`src/rtl/exc_defer_pkg.sv`:
```
package exc_defer_pkg;

    localparam int SRC_N    = 3;
    localparam int CLS_W    = 2;
    localparam int SRC_BERR = 0;
    localparam int SRC_FPX  = 1;
    localparam int SRC_IRQ  = 2;

    typedef enum logic [CLS_W-1:0] {
        CLS_PLAIN   = 2'b00,
        CLS_DBRANCH = 2'b01,
        CLS_NOINT   = 2'b10,
        CLS_FLOAT   = 2'b11
    } insn_cls_e;

    typedef enum logic [1:0] {
        ST_EMPTY = 2'b00,
        ST_HOLD  = 2'b01,
        ST_TAKE  = 2'b10
    } slot_st_e;

endpackage

```
`src/rtl/exc_defer_policy.sv`:
```
module exc_defer_policy
    import exc_defer_pkg::*;
#(
    parameter int N = SRC_N
) (
    input  insn_cls_e      cls,
    output logic [N-1:0]   allow
);
    // Per-source eligibility table: the FP source survives every class but
    // the delayed branch; the others need an ordinary predecessor.
    for (genvar s = 0; s < N; s++) begin : g_src
        if (s == SRC_FPX) begin : g_fpx
            always_comb begin
                unique case (cls)
                    CLS_PLAIN:   allow[s] = 1'b1;
                    CLS_DBRANCH: allow[s] = 1'b0;
                    CLS_NOINT:   allow[s] = 1'b1;
                    CLS_FLOAT:   allow[s] = 1'b1;
                    default:     allow[s] = 1'b0;
                endcase
            end
        end else begin : g_other
            always_comb begin
                unique case (cls)
                    CLS_PLAIN:   allow[s] = 1'b1;
                    default:     allow[s] = 1'b0;
                endcase
            end
        end
    end
endmodule

```
`src/rtl/exc_defer_arbiter.sv`:
```
module exc_defer_arbiter #(
    parameter int N = 3
) (
    input  logic [N-1:0] req,
    output logic [N-1:0] grant
);
    // Lowest index has highest priority.
    always_comb begin
        logic found;
        found = 1'b0;
        grant = '0;
        for (int i = 0; i < N; i++) begin
            if (req[i] && !found) begin
                grant[i] = 1'b1;
                found    = 1'b1;
            end
        end
    end
endmodule

```
`src/rtl/exc_defer_pending.sv`:
```
module exc_defer_pending #(
    parameter int N = 3
) (
    input  logic         clk,
    input  logic         rst,
    input  logic [N-1:0] set,
    input  logic [N-1:0] clr,
    output logic [N-1:0] pend
);
    for (genvar i = 0; i < N; i++) begin : g_bit
        always_ff @(posedge clk) begin
            if (rst)          pend[i] <= 1'b0;
            else if (clr[i])  pend[i] <= 1'b0;
            else if (set[i])  pend[i] <= 1'b1;
        end
    end
endmodule

```
`src/rtl/exc_defer_unit.sv`:
```
module exc_defer_unit
    import exc_defer_pkg::*;
(
    input  logic                 clk,
    input  logic                 rst,
    input  logic                 dec_valid,
    input  logic [CLS_W-1:0]     prev_class,
    input  logic                 req_berr,
    input  logic                 req_irq,
    input  logic                 req_fpx,
    input  logic                 fpx_xfer,
    output logic [SRC_N-1:0]     acc_vec,
    output logic [SRC_N-1:0]     pend_vec
);
    localparam int N = SRC_N;

    slot_st_e        state_q, state_d;
    logic [N-1:0]    req_vec, cand, allow, elig, grant, grant_q;

    // Incoming sources in priority order; FP data transfers raise nothing.
    always_comb begin
        req_vec           = '0;
        req_vec[SRC_BERR] = req_berr;
        req_vec[SRC_FPX]  = req_fpx & ~fpx_xfer;
        req_vec[SRC_IRQ]  = req_irq;
    end

    assign cand = pend_vec | req_vec;
    assign elig = cand & allow & {N{dec_valid}};

    exc_defer_policy #(.N(N)) u_policy (
        .cls   (insn_cls_e'(prev_class)),
        .allow (allow)
    );

    exc_defer_arbiter #(.N(N)) u_arb (
        .req   (elig),
        .grant (grant)
    );

    exc_defer_pending #(.N(N)) u_pend (
        .clk  (clk),
        .rst  (rst),
        .set  (req_vec),
        .clr  (grant),
        .pend (pend_vec)
    );

    // Next-state decision
    always_comb begin
        unique case (state_q)
            ST_EMPTY, ST_HOLD, ST_TAKE: begin
                if (|grant)               state_d = ST_TAKE;
                else if (|cand)           state_d = ST_HOLD;
                else                      state_d = ST_EMPTY;
            end
            default:                      state_d = ST_EMPTY;
        endcase
    end

    // State register with captured grant
    always_ff @(posedge clk) begin
        if (rst) begin
            state_q <= ST_EMPTY;
            grant_q <= '0;
        end else begin
            state_q <= state_d;
            grant_q <= grant;
        end
    end

    // Outputs
    always_comb begin
        unique case (state_q)
            ST_TAKE:  acc_vec = grant_q;
            ST_HOLD:  acc_vec = '0;
            ST_EMPTY: acc_vec = '0;
            default:  acc_vec = '0;
        endcase
    end
endmodule

```
`config.mk`:
```
export PLATFORM = sky130hd
export DESIGN_NAME = exc_defer_unit
export DESIGN_NICKNAME = d
export VERILOG_FILES = /design/src/rtl/exc_defer_pkg.sv /design/src/rtl/exc_defer_policy.sv /design/src/rtl/exc_defer_arbiter.sv /design/src/rtl/exc_defer_pending.sv /design/src/rtl/exc_defer_unit.sv
export SDC_FILE = /design/constraint.sdc
export NUM_CORES = 1
export LEC_CHECK = 0
export BUFFER_PORTS_ARGS = -buffer_cell sky130_fd_sc_hd__buf_2
export CAP_MARGIN = 20
export CORE_AREA = 2 2 39 41
export CTS_CLUSTER_DIAMETER = 60
export DETAILED_ROUTE_END_ITERATION = 10
export DIE_AREA = 0 0 41 43
export GPL_ROUTABILITY_DRIVEN = 0
export MAX_ROUTING_LAYER = met4
export PLACE_DENSITY_LB_ADDON = 0.1
export REMOVE_ABC_BUFFERS = 1
export SLEW_MARGIN = 20
export SYNTH_ARGS = -nofsm -noshare
export SYNTH_HDL_FRONTEND = slang
export SYNTH_SLANG_ARGS = --single-unit
```
`constraint.sdc`:
```
create_clock -name clk -period 3.45 [get_ports clk]
set_input_delay 0.69 -clock clk [delete_from_list [all_inputs] [get_ports clk]]
set_output_delay 0.69 -clock clk [all_outputs]
set_load 0.005 [all_outputs]
```
==> results of run 1 <==
[where the power goes]
group / total (mW) / internal (mW) / switching [mW]
Combinational: 0.0248 / 0.0129 / 0.0119
Clock: 0.0715 / 0.0398 / 0.0317
Sequential: 0.101 / 0.0979 / 0.00338
Total: 0.198 / 0.151 / 0.0470
[critical path: stages (launching register included)]
cell	delay (ns)
dfxtp_1	0.32
nor2b_1	0.18
and2_1	0.14
buf_2	0.10
[final timing paths]
kind,from,endpoint,slack [ns],cells past startpoint
worst max-delay path,state_q[1]$_SDFF_PP0_,acc_vec[1],1.77,3
worst min-delay path,u_pend.pend[1]$_SDFFE_PP0P_,u_pend.pend[1]$_SDFFE_PP0P_,0.55,2
worst max register to register,u_pend.pend[0]$_SDFFE_PP0P_,state_q[0]$_SDFF_PP0_,2.07,3
worst min register to register,u_pend.pend[1]$_SDFFE_PP0P_,u_pend.pend[1]$_SDFFE_PP0P_,0.55,2
[state kept, by name (all words and copies together), names as in the netlist]
signal       flops
grant_q          3
state_q          2
u_pend.pend      3
[cells in the mapped netlist (all sizes together)]
cell type / instances
dfxtp: 8
and2: 3
nor3b: 3
nand2: 2
nor2: 2
nor3: 2
a211oi: 1
a21boi: 1
a21oi: 1
a31oi: 1
and2b: 1
and3: 1
inv: 1
nor2b: 1
o21ai: 1
o21bai: 1
o221a: 1
o221ai: 1
o31a: 1
or4: 1
[cell type report]
| cell class | instances | area [um2] |
|---|---|---|
| inverter | 1 | 3.75 |
| clock buffer | 3 | 22.5 |
| fill | 149 | 935 |
| timing repair buffer | 14 | 70.1 |
| tap | 16 | 20.0 |
| sequential | 8 | 160 |
| multi-input combinational | 25 | 173 |
[kinds of logic after synthesis]
group,after synthesis
AOI/OAI and AO/OA,9
buffers and inverters,1
DFF,8
and+or+nand+nor,16
[per-layer routing]
layer	wire, um	GRT usage	vias to the layer above
li1	-	-	161
met1	322	0.121	148
met2	381	0.150	15
met3	66	0.0314	2
met4	4	0.0800	0
met5	0	-	-
[stage by stage]
step,setup WS (ns),util,cells
2_1_floorplan,1.76,-,34
3_3_place_gp,1.63,0.308,64
3_5_place_dp,1.62,0.308,64
4_1_cts,1.73,0.325,67
5_1_grt,1.67,0.325,67
6_report,1.77,0.325,67
==> results.tsv, run 1 <==
stage	metric	value	unit
detailed_routing	via count	326	
yosys	Synth Area in Adders	0	
detailed_routing	vias per cell	4.87	
sta	normalized max-slew margin	0.734	
hold_path	type of the worst min-delay path	reg -> reg	
yosys	syn avg cell area	9.90	um2
power_and_ir_drop	Power Dens Cells	440	nW/um2
detailed_routing	Post-DRT Antenna Nets	0	
cts	clock-pin slew on the worst setup and hold paths	0.05	ns
yosys	Synth Area in Simple Gates	0.312	
yosys	yosys warns	0	
placed_design	Post-DP Area	427	um2
finish	number of antenna cells inserted	0	
sta	post-route clock period utilization	0.488	
yosys	Synth Instances	34	
run	# Max-Cap Violations	0	
cts	CTS tree	done	
finish	Nets	62	
cts	H-tree depth	1	
yosys	largest family of logic cells by synthesized area	simple AND/OR/NAND/NOR gates	
detailed_routing	Routed wire per std cell	11.6	um
worst_setup_path	startpoint types	register	
yosys	Synth Cell Area	337	um2
sta	highest clock rate	594	MHz
worst_setup_path	Setup Crit Path Kind	reg -> out	
placed_design	PortBufs	14	
floorplan	die footprint	1760	um2
global_routing	GRT Total Usage	0.106	
yosys	mux share of post-synthesis cell area	0	
worst_setup_path	Worst Path Required	2.76	ns
global_routing	gr ovfl total	0	
finish	most common cell after layout, fill and taps aside	buf_2	
cts	Inserted Clock Buffers	3	
cts	# hold bufs at CTS	0	
sta	Least-Margin Pin Slew	0.399	ns
finish	Finished Cell Area	449	um2
yosys	leading area contributor after synthesis	dfxtp_1	
run_status	status	complete, no violations	
yosys	flops & latches, synth	8	
global_routing	first-pass GRT wire length	1210	um
worst_setup_path	CP endpoint kind	output port	
floorplan	row cnt	14	
yosys	number of library cell types mapped by synthesis	21	
power_and_ir_drop	Tot Pwr	198	uW
yosys	Synth Area in XOR/XNOR	0	
cts	post-CTS resize count	0	
yosys	sequential area share after synthesis	0.476	
cts	clock root buffer	clkbuf_4	
global_routing	vias in the first global route	297	
yosys	post-synth top area share	0.476	
sta	fin crit period	1.68	ns
finish	layout cells sized above 1	0.412	
floorplan	die height	43	um
floorplan	Ports	15	
yosys	Synth Area in Compound Gates	0.201	
placed_design	dpl hpwl	596	um
finish	most frequent cells in the layout	14 x buf_2, 8 x dfxtp_1, 3 x and2_1, 3 x clkbuf_4	
sta	Final TNS setup	0	ns
worst_setup_path	worst-path maximum fanout	3	
cts	Post-CTS Setup Inserts	0	
global_routing	initial antenna violation count	0	
sta	Setup-failing EPs final	0	
global_routing	largest net degree at the start of global routing	7	
power_and_ir_drop	Max VDD drop	149	uV
yosys	Area contributors post-synth	dfxtp_1 48%, and2_1 5.6%, nor3b_1 4.5%, nor3b_2 3.7%, o221a_2 3.3%	
sta	Final Skew	0.00201	ns
floorplan	Core ar.	1380	um2
sta	RSZ-0062 raised after global routing	no	
cts	Clock Tree Buf Depth	2	
power_and_ir_drop	static leakage power	0.202	nW
floorplan	die width	41	um
sta	hold_ws	0.551	ns
cts	total clock sinks	8	
worst_setup_path	CP arrival	0.99	ns
sta	final hold vios	0	
detailed_routing	DRT Pass-1 Iters	4	
finish	synth-to-layout area growth	33.5	%
detailed_routing	DRC	0	
detailed_routing	DRT Wirelength	774	um
detailed_routing	Iteration-0 DRC Markers	8	
sta	Final Max Slew Viols	0	
floorplan	Initial Util	0.243	
cts	clock latency on the worst-skew pair	0.25	ns
Note: power is estimated with default switching activity, not from simulation.
==> run 2: changes to the inputs <==
==> constraint.sdc (replaced) <==
create_clock -name clk -period 1.4 [get_ports clk]
set_input_delay 0.28 -clock clk [delete_from_list [all_inputs] [get_ports clk]]
set_output_delay 0.28 -clock clk [all_outputs]
set_load 0.005 [all_outputs]
==> results.tsv, run 2 (synthesis results as in run 1) <==
stage	metric	value	unit
run_status	status	complete, no violations	
worst_setup_path	Bufs and invs on worst path	0	
cts	CTS tree	done	
hold_path	hold wc startpoint	rst	
worst_setup_path	reg2reg start	u_pend.pend[2]$_SDFFE_PP0P_	
cts	# hold bufs at CTS	0	
floorplan	die height	43	um
power_and_ir_drop	Max VDD drop	415	uV
power_and_ir_drop	Clock power frac	0.353	
cts	Post-CTS Setup Inserts	0	
cts	H-tree depth	1	
sta	normalized max-slew margin	0.752	
cts	clock-pin slew on the worst setup and hold paths	0.05	ns
sta	PnR worst setup slack	0.0419	ns
finish	Largest regs	grant_q x3, u_pend.pend x3, state_q x2	
sta	Least-Margin Pin Slew	0.372	ns
floorplan	Ports	15	
worst_setup_path	Cell Chain, Critical Path	or4_4 -> o31a_1 -> and3_1	
sta	Setup-failing EPs final	0	
worst_setup_path	Reg2Reg Depth	3	
finish	layout cells sized above 1	0.453	
power_and_ir_drop	Power Dens Cells	1040	nW/um2
floorplan	die footprint	1760	um2
floorplan	die width	41	um
sta	Final Skew	0.00117	ns
sta	Final Max Slew Viols	0	
global_routing	gr ovfl total	0	
global_routing	global routing usage on met2	0.144	
finish	synth-to-layout area growth	38.3	%
detailed_routing	Iteration-0 DRC Markers	8	
finish	most common cell after layout, fill and taps aside	buf_2	
detailed_routing	DRC	0	
run	# Max-Cap Violations	0	
detailed_routing	DRT Pass-1 Iters	4	
sta	fin crit period	1.36	ns
power_and_ir_drop	switching portion of total power	0.230	
global_routing	M3 GR Usage	0.0628	
floorplan	row cnt	14	
power_and_ir_drop	Comb pwr share	0.133	
sta	final hold vios	0	
cts	Inserted Clock Buffers	3	
detailed_routing	Routed wire per std cell	11.0	um
finish	final core occ	0.336	
placed_design	dpl hpwl	576	um
placed_design	pre-CTS setup slack	-0.0257	ns
power_and_ir_drop	static leakage power	0.212	nW
global_routing	initial antenna violation count	0	
detailed_routing	Post-DRT Antenna Nets	0	
worst_setup_path	R2R setup slack	0.04	ns
global_routing	largest net degree at the start of global routing	7	
sta	post-route clock period utilization	0.970	
finish	Nets	64	
power_and_ir_drop	P_sw	112	uW
global_routing	GRT met1 Usage	0.134	
cts	total clock sinks	8	
power_and_ir_drop	Internal	374	uW
detailed_routing	via count	339	
floorplan	Initial Util	0.243	
detailed_routing	vias per cell	4.91	
floorplan	Core ar.	1380	um2
global_routing	vias in the first global route	305	
placed_design	PortBufs	14	
worst_setup_path	CP top delay family	simple AND/OR/NAND/NOR gates	
worst_setup_path	CP arrival	1.50	ns
worst_setup_path	CP endpoint kind	register	
finish	most frequent cells in the layout	14 x buf_2, 7 x dfxtp_1, 3 x and2_1, 3 x clkbuf_4	
sta	RSZ-0062 raised after global routing	no	
worst_setup_path	Largest stage delay, worst path	0.48	ns
hold_path	Hold Path End	u_pend.pend[0]$_SDFFE_PP0P_	
global_routing	first-pass GRT wire length	1240	um
detailed_routing	DRT Wirelength	757	um
finish	number of antenna cells inserted	0	
hold_path	type of the worst min-delay path	in -> reg	
hold_path	Cells on Worst Hold Path	2	
worst_setup_path	reg2reg end	state_q[0]$_SDFF_PP0_	
global_routing	most used routing layer	met2	
cts	clock latency on the worst-skew pair	0.25	ns
cts	clock root buffer	clkbuf_4	
worst_setup_path	startpoint types	register	
worst_setup_path	Max stage delay cell, worst path	or4_4	
cts	Clock Tree Buf Depth	2	
worst_setup_path	Setup Crit Path Kind	reg -> reg	
sta	highest clock rate	736	MHz
power_and_ir_drop	Sequential Power Share	0.514	
worst_setup_path	Worst Path Required	1.54	ns
worst_setup_path	worst-path maximum fanout	3	
global_routing	GRT Total Usage	0.112	
[run 2: cell types whose count changed in the layout (fill, tap and decap cells not counted), sizes merged]
cell and change:
buf +2
[run 2: per-layer routing]
| metal | wire [um] | share of wire |
|---|---|---|
| met1 | 324 | 0.43 |
| met4 | 24 | 0.032 |
| met3 | 64 | 0.085 |
| met2 | 344 | 0.45 |
| met5 | 0 | 0 |
[run 2: stage by stage]
step	hold WS [ns]	total power, mW	cell area, um2	cells	setup TNS [ns]
floorplan	0.356	0.286	337	34	0
CTS	0.285	0.494	464	69	0
global route	0.280	0.518	465	69	0
finish	0.288	0.486	465	69	0
detailed placement	0.541	0.319	442	66	-0.0257
global placement	0.533	0.317	442	66	-0.00821
[run 2: what timing repair did]
| action | CTS | global route |
|---|---|---|
| hold endpoints to repair | 0 | 0 |
| gates resized for setup | 0 | 1 |
| setup endpoints to repair | 0 | 1 |
[run 2: area by class of cell]
cell class / count / area, um2
Clock buffer: 3 / 22.5
Fill cell: 156 / 918
Inverter: 1 / 3.75
Multi-Input combinational cell: 25 / 173
Sequential cell: 8 / 161
Tap cell: 16 / 20.0
Timing Repair Buffer: 16 / 85.1
[run 2: power by group through the flow]
| stage | Sequential [mW] | Combinational, mW | Clock [mW] |
|---|---|---|---|
| CTS | 0.249 | 0.0652 | 0.179 |
| global route | 0.252 | 0.0720 | 0.194 |
| global placement | 0.254 | 0.0635 | 0 |
| detailed placement | 0.254 | 0.0650 | 0 |
| finish | 0.250 | 0.0648 | 0.171 |
| floorplan | 0.254 | 0.0321 | 0 |
[run 2: worst max-delay path by stage]
stage | start | end | slack (ns) | cells after the start
final | u_pend.pend[2]$_SDFFE_PP0P_ | state_q[0]$_SDFF_PP0_ | 0.04 | 3
after global routing | u_pend.pend[2]$_SDFFE_PP0P_ | state_q[0]$_SDFF_PP0_ | 0.003 | 3
after CTS | u_pend.pend[0]$_SDFFE_PP0P_ | state_q[0]$_SDFF_PP0_ | 0.02 | 3
after detailed placement | req_berr | state_q[0]$_SDFF_PP0_ | -0.03 | 4
after global placement | req_berr | state_q[0]$_SDFF_PP0_ | -0.008 | 4
after floorplan | u_pend.pend[0]$_SDFFE_PP0P_ | state_q[0]$_SDFF_PP0_ | 0.05 | 3
